[src/rtl/boost_cfg_chain.sv]
module boost_cfg_chain #(
  parameter int CHANNELS = 4,
  parameter int WORD_W   = 5,
  parameter int DIGITS   = 3
) (
  input  logic                         clk,
  input  logic                         prog_mode,
  input  logic                         en_n,
  input  logic                         sdi,
  input  logic [CHANNELS*DIGITS*2-1:0] pin_trits,
  output logic                         sdo,
  output logic [CHANNELS*WORD_W-1:0]   boost_lvl
);

  localparam int TRIT_W    = 2;
  localparam int CHAIN_LEN = 1 + CHANNELS * WORD_W;
  localparam int MAX_CODE  = 3 ** DIGITS - 1;
  localparam int MAX_LVL   = 2 ** WORD_W - 1;
  localparam int STRAP_W   = DIGITS * TRIT_W;

  function automatic logic [WORD_W-1:0] strap_level(input logic [STRAP_W-1:0] t);
    int v;
    logic [TRIT_W-1:0] code;
    v = 0;
    for (int d = DIGITS - 1; d >= 0; d--) begin
      code = t[d*TRIT_W +: TRIT_W];
      v = v * 3 + ((code == 2'b11) ? 0 : int'(code));
    end
    return WORD_W'((v * MAX_LVL + MAX_CODE / 2) / MAX_CODE);
  endfunction

  logic [1:0]                  rel;
  logic                        rdy;
  logic [CHAIN_LEN-1:0]        chain;
  logic                        en_q;
  logic                        act_sel;
  logic                        commit;
  logic [CHANNELS*WORD_W-1:0]  chain_words;
  logic [CHANNELS*WORD_W-1:0]  word_q;
  logic [CHANNELS*WORD_W-1:0]  pin_lvl;

  always_ff @(posedge clk or negedge prog_mode)
    if (!prog_mode) rel <= '0;
    else            rel <= {rel[0], 1'b1};

  assign rdy = rel[1];

  always_ff @(posedge clk or negedge prog_mode)
    if (!prog_mode)   chain <= '0;
    else if (!rdy)    chain <= '0;
    else if (!en_n)   chain <= {chain[CHAIN_LEN-2:0], sdi};

  assign sdo    = chain[CHAIN_LEN-1];
  assign commit = rdy & en_n & ~en_q;

  for (genvar c = 0; c < CHANNELS; c++) begin : g_chan
    for (genvar j = 0; j < WORD_W; j++) begin : g_bit
      assign chain_words[c*WORD_W + (WORD_W-1-j)] = chain[1 + c*WORD_W + j];
    end
    assign pin_lvl[c*WORD_W +: WORD_W] = strap_level(pin_trits[c*STRAP_W +: STRAP_W]);
  end

  always_ff @(posedge clk or negedge prog_mode)
    if (!prog_mode) begin
      en_q    <= 1'b1;
      act_sel <= 1'b0;
      word_q  <= '0;
    end else if (!rdy) begin
      en_q    <= 1'b1;
      act_sel <= 1'b0;
      word_q  <= '0;
    end else begin
      en_q <= en_n;
      if (commit) begin
        act_sel <= chain[0];
        word_q  <= chain_words;
      end
    end

  assign boost_lvl = act_sel ? word_q : pin_lvl;


  hold_sdo_chk: assert property (@(posedge clk) disable iff (!prog_mode)
    (rdy && en_n) |=> $stable(sdo));


  clear_chk: assert property (@(posedge clk) disable iff (!prog_mode)
    (!rdy) |=> (sdo == 1'b0 && !act_sel));


  reg_mode_hold_chk: assert property (@(posedge clk) disable iff (!prog_mode)
    (rdy && !commit && act_sel) |=> $stable(boost_lvl));


  word_hold_chk: assert property (@(posedge clk) disable iff (!prog_mode)
    (rdy && !commit) |=> $stable(word_q));

endmodule

[config.mk]
export PLATFORM = sky130hd
export DESIGN_NAME = boost_cfg_chain
export DESIGN_NICKNAME = d
export VERILOG_FILES = /design/src/rtl/boost_cfg_chain.sv
export SDC_FILE = /design/constraint.sdc
export NUM_CORES = 1
export LEC_CHECK = 0
export ABC_CLOCK_PERIOD_IN_PS = 62900
export BUFFER_PORTS_ARGS = -buffer_cell sky130_fd_sc_hd__buf_2
export CORE_MARGIN = 2
export CORE_UTILIZATION = 37
export DETAILED_ROUTE_END_ITERATION = 7
export GPL_ROUTABILITY_DRIVEN = 0
export SLEW_MARGIN = 5
export SYNTH_ARGS = -nofsm -noshare
export SYNTH_HDL_FRONTEND = slang
export SYNTH_SLANG_ARGS = --single-unit
[constraint.sdc]
create_clock -name clk -period 62.9 [get_ports clk]
set_clock_uncertainty 0.1 [all_clocks]
set_input_delay 15.725 -clock clk [delete_from_list [all_inputs] [get_ports clk]]
set_output_delay 15.725 -clock clk [all_outputs]
set_load 0.005 [all_outputs]
==> run summary <==
Result of the run: complete, no violations
Clock tree root buffer cell: clkbuf_16
Type of element capturing the critical path: output pin
Post CTS Setup Buffer Count: 0
Most frequent cell on the critical path: ha_1
Starting density of the core: 37.6%
Wire length per cell: 16.0 um
Cts repair resizes: 0
Antenna-violating nets left: 0
Final setup violating endpoints: 0
DIE AREA: 0.0444 sq mm
Sequential-to-total area share from yosys stat: 7.13%
Non-Filler Instances: 2598
Clock latency reported for the late side of the worst-skew pair: 0.29 ns
Post-route worst hold slack: 0.251 ns
Clock slew at reported path FFs: 0.06 ns
Synth Area in XOR/XNOR: 7.37%
Share of synthesized area spent on multiplexers: 5.37%
Count of clock tree sinks: 45
Horizontal die dimension: 211 um
Endpoint of the most critical register-to-register path: word_q[6]
Maximum level of the CTS H-tree: 2
Footprint of the multi-input gates: 0.0137 sq mm
Growth of design area from synthesis to finish: 4.85%
Hpwl dp: 32900 um
First-pass detailed-route iteration total: 5
CP max stage cell: xor2_1
Main combinational cell family by area after synthesis: compound AO/OA/AOI/OAI gates
Post-synthesis area per instance: 7.59 sq um
Start-to-end type of the worst setup path: primary input to output pin
Die height: 211 um
Worst relative slew slack: 25.9%
Launch point of the worst reg-to-reg path: en_q
Hold buffer count at CTS: 0
Hold Crit Start: rel[0]
Count of distinct cell types in the synthesized netlist: 135
Maximum fanout along the worst path: 23
Maximum clock path buffer count: 2
Synth top area cells: ha_1 12%, dfrtp_1 7.0%, fa_1 6.6%, xnor2_1 4.9%, nand2_1 4.3%
Worst slack, placed: 17.63 ns
Register-to-register setup slack: 61.19 ns
Kind of start point of the critical path: primary input
Number of clock buffers inserted by TritonCTS: 5
Fmax: 22.0 MHz
Drc violations: 0
Count of vias placed by the detailed router: 15454
Instance count along the most critical hold path: 0
Data arrival time of the worst path: 29.66 ns
Top FF cell, synth: dfrtp_1
Total number of yosys warnings: 0
Number of cells traversed by the worst register-to-register path: 3
Simple-Gate Fraction of Synth Area: 24.4%
Number of top-level pins: 49
Sum Neg Setup Slack: 0 ns
Hold path endpoint: rel[1]
Share of final-layout standard cells stronger than drive strength 1: 9.91%
Sequential cell area: 0.00113 sq mm
Worst-case setup margin in the final layout: 17.42 ns
Area share of the largest cell type after synthesis: 12.3%
Post-synthesis share of cell area spent on full adders, half adders and majority gates: 19.2%
Ys async rst share: 100%
Period utilization: 72.3%
Largest area contributor in the synthesized netlist: ha_1
Synth Instances: 2081
Floorplan row count: 75
Pin count of the biggest net entering global routing: 46
Endpoints failing hold: 0
Classification of the worst-slack hold path: flop to flop
Fraction of the mapped netlist area in compound gates: 30.2%
Total of buffers placed on input and output ports: 48
Antenna diode count: 0
Global Route Usage Sum: 18.4%
Post-detailed-routing wire length: 41500 um
Number of flip-flops and latches in the synthesized netlist: 45
Total grt overflow: 0
Number of antenna violations at the first check in global routing: 2
Vias in the first global route: 14646
Number of nets in the synthesized netlist: 2316
Worst endpoint required time: 47.08 ns
Core area: 0.0420 sq mm
Filler instances: 4327
Post-synthesis cell area: 0.0158 sq mm
Post-Place Cells: 2590
Max Cap Viol: 0
TritonCTS clock tree: done
First-pass GRT wire length: 70900 um
Starting DRC count in detailed routing: 1115
Max Transition Viols Final: 0
Drt via density: 5.95
Worst stage delay on the critical path: 0.87 ns
Worst-Margin Slew: 1.11 ns
Unrepaired setup endpoints after global routing: false
Nets: 2293
Period minus WS final: 45.48 ns
Number of enable flip-flop cells after synthesis: 0
-- cell usage after synthesis (18+ instances only) --
cell        n
and3_1     27
nor3_1     72
nor2b_1    51
inv_1     157
o211ai_1   29
fa_1       52
xnor2_1    89
a21o_1     32
o21ai_0   100
nand3_1    66
dfrtp_1    44
xor2_1     26
nor4_1     24
ha_1      155
nand2_1   183
mux2i_1    62
buf_2      23
clkbuf_1   52
nand2b_1   25
a211oi_1   23
o21a_1     26
and2_1     20
nor2_1    149
o21ai_1    19
a21boi_0   29
nand4_1    21
a21oi_1   108
o31ai_1    18
-- how the worst max path moves through the flow --
stage | from | endpoint | slack, ns
after floorplan | pin_trits[16] | boost_lvl[10] | 20.44
after global placement | pin_trits[16] | boost_lvl[10] | 18.11
after detailed placement | pin_trits[16] | boost_lvl[10] | 17.63
after CTS | pin_trits[16] | boost_lvl[10] | 17.61
after global routing | pin_trits[16] | boost_lvl[10] | 16.34
final | pin_trits[16] | boost_lvl[10] | 17.42
-- worst max-delay path: cells and delay by family --
| kind | cells | cell delay, ns |
|---|---|---|
| xor gates and xnor gates | 2 | 1.20 |
| muxes | 1 | 0.26 |
| AOI/OAI and AO/OA | 14 | 4.71 |
| and+or+nand+nor | 11 | 3.34 |
| buffers and inverters | 9 | 0.67 |
| adders and majority gates | 11 | 3.72 |
-- logic make-up (layout without fill, tap and decap cells) --
| family | Yosys count | in the layout |
|---|---|---|
| xor gates and xnor gates | 124 | 124 |
| buffers and inverters | 247 | 225 |
| adders and majority gates | 212 | 212 |
| and+or+nand+nor | 738 | 738 |
| AOI/OAI and AO/OA | 633 | 633 |
| DFF | 45 | 45 |
| muxes | 81 | 81 |
| other | 1 | 1 |
-- layer usage --
layer  share of wire, %  vias up  global-route usage, %
li1                   -     7647                      -
met1                 48     7262                   25.8
met2                 46      474                   31.3
met3                4.8       69                   1.52
met4                1.5        2                   3.23
met5              0.026        -                      0
-- final cells by class --
cell class	count	area share [%]
Multi-Input combinational cell	1789	82.6
Sequential cell	45	6.80
Tap cell	539	4.07
Inverter	157	3.56
Timing Repair Buffer	60	1.99
Clock buffer	6	0.778
Clock inverter	2	0.234
-- layout by cell type (no fill, tap or decap), types with 29 or more instances in the layout --
master    synthesis  final
a21boi_0         29     29
a21o_1           32     32
a21oi_1         108    108
buf_2            23     48
dfrtp_1          44     44
fa_1             52     52
ha_1            155    155
inv_1           157    157
mux2i_1          62     62
nand2_1         183    183
nand3_1          66     66
nor2_1          149    149
nor2b_1          51     51
nor3_1           72     72
o211ai_1         29     29
o21ai_0         100    100
xnor2_1          89     89
-- stage by stage --
| step | area, sq um | utilization (%) |
|---|---|---|
| 2_1_floorplan | 15800 | - |
| 3_3_place_gp | 16400 | 39.0 |
| 3_5_place_dp | 16400 | 39.0 |
| 4_1_cts | 16600 | 39.4 |
| 5_1_grt | 16600 | 39.4 |
| 6_report | 16600 | 39.4 |
-- registers in the layout, summed over array words and instances (netlist names) --
name	cells
chain	21
en_q	1
act_sel	1
rel	2
word_q	20
Power is left out: the tool's default activity adds up to more than one toggle a clock period on the data nets, which glitch-free logic cannot reach.
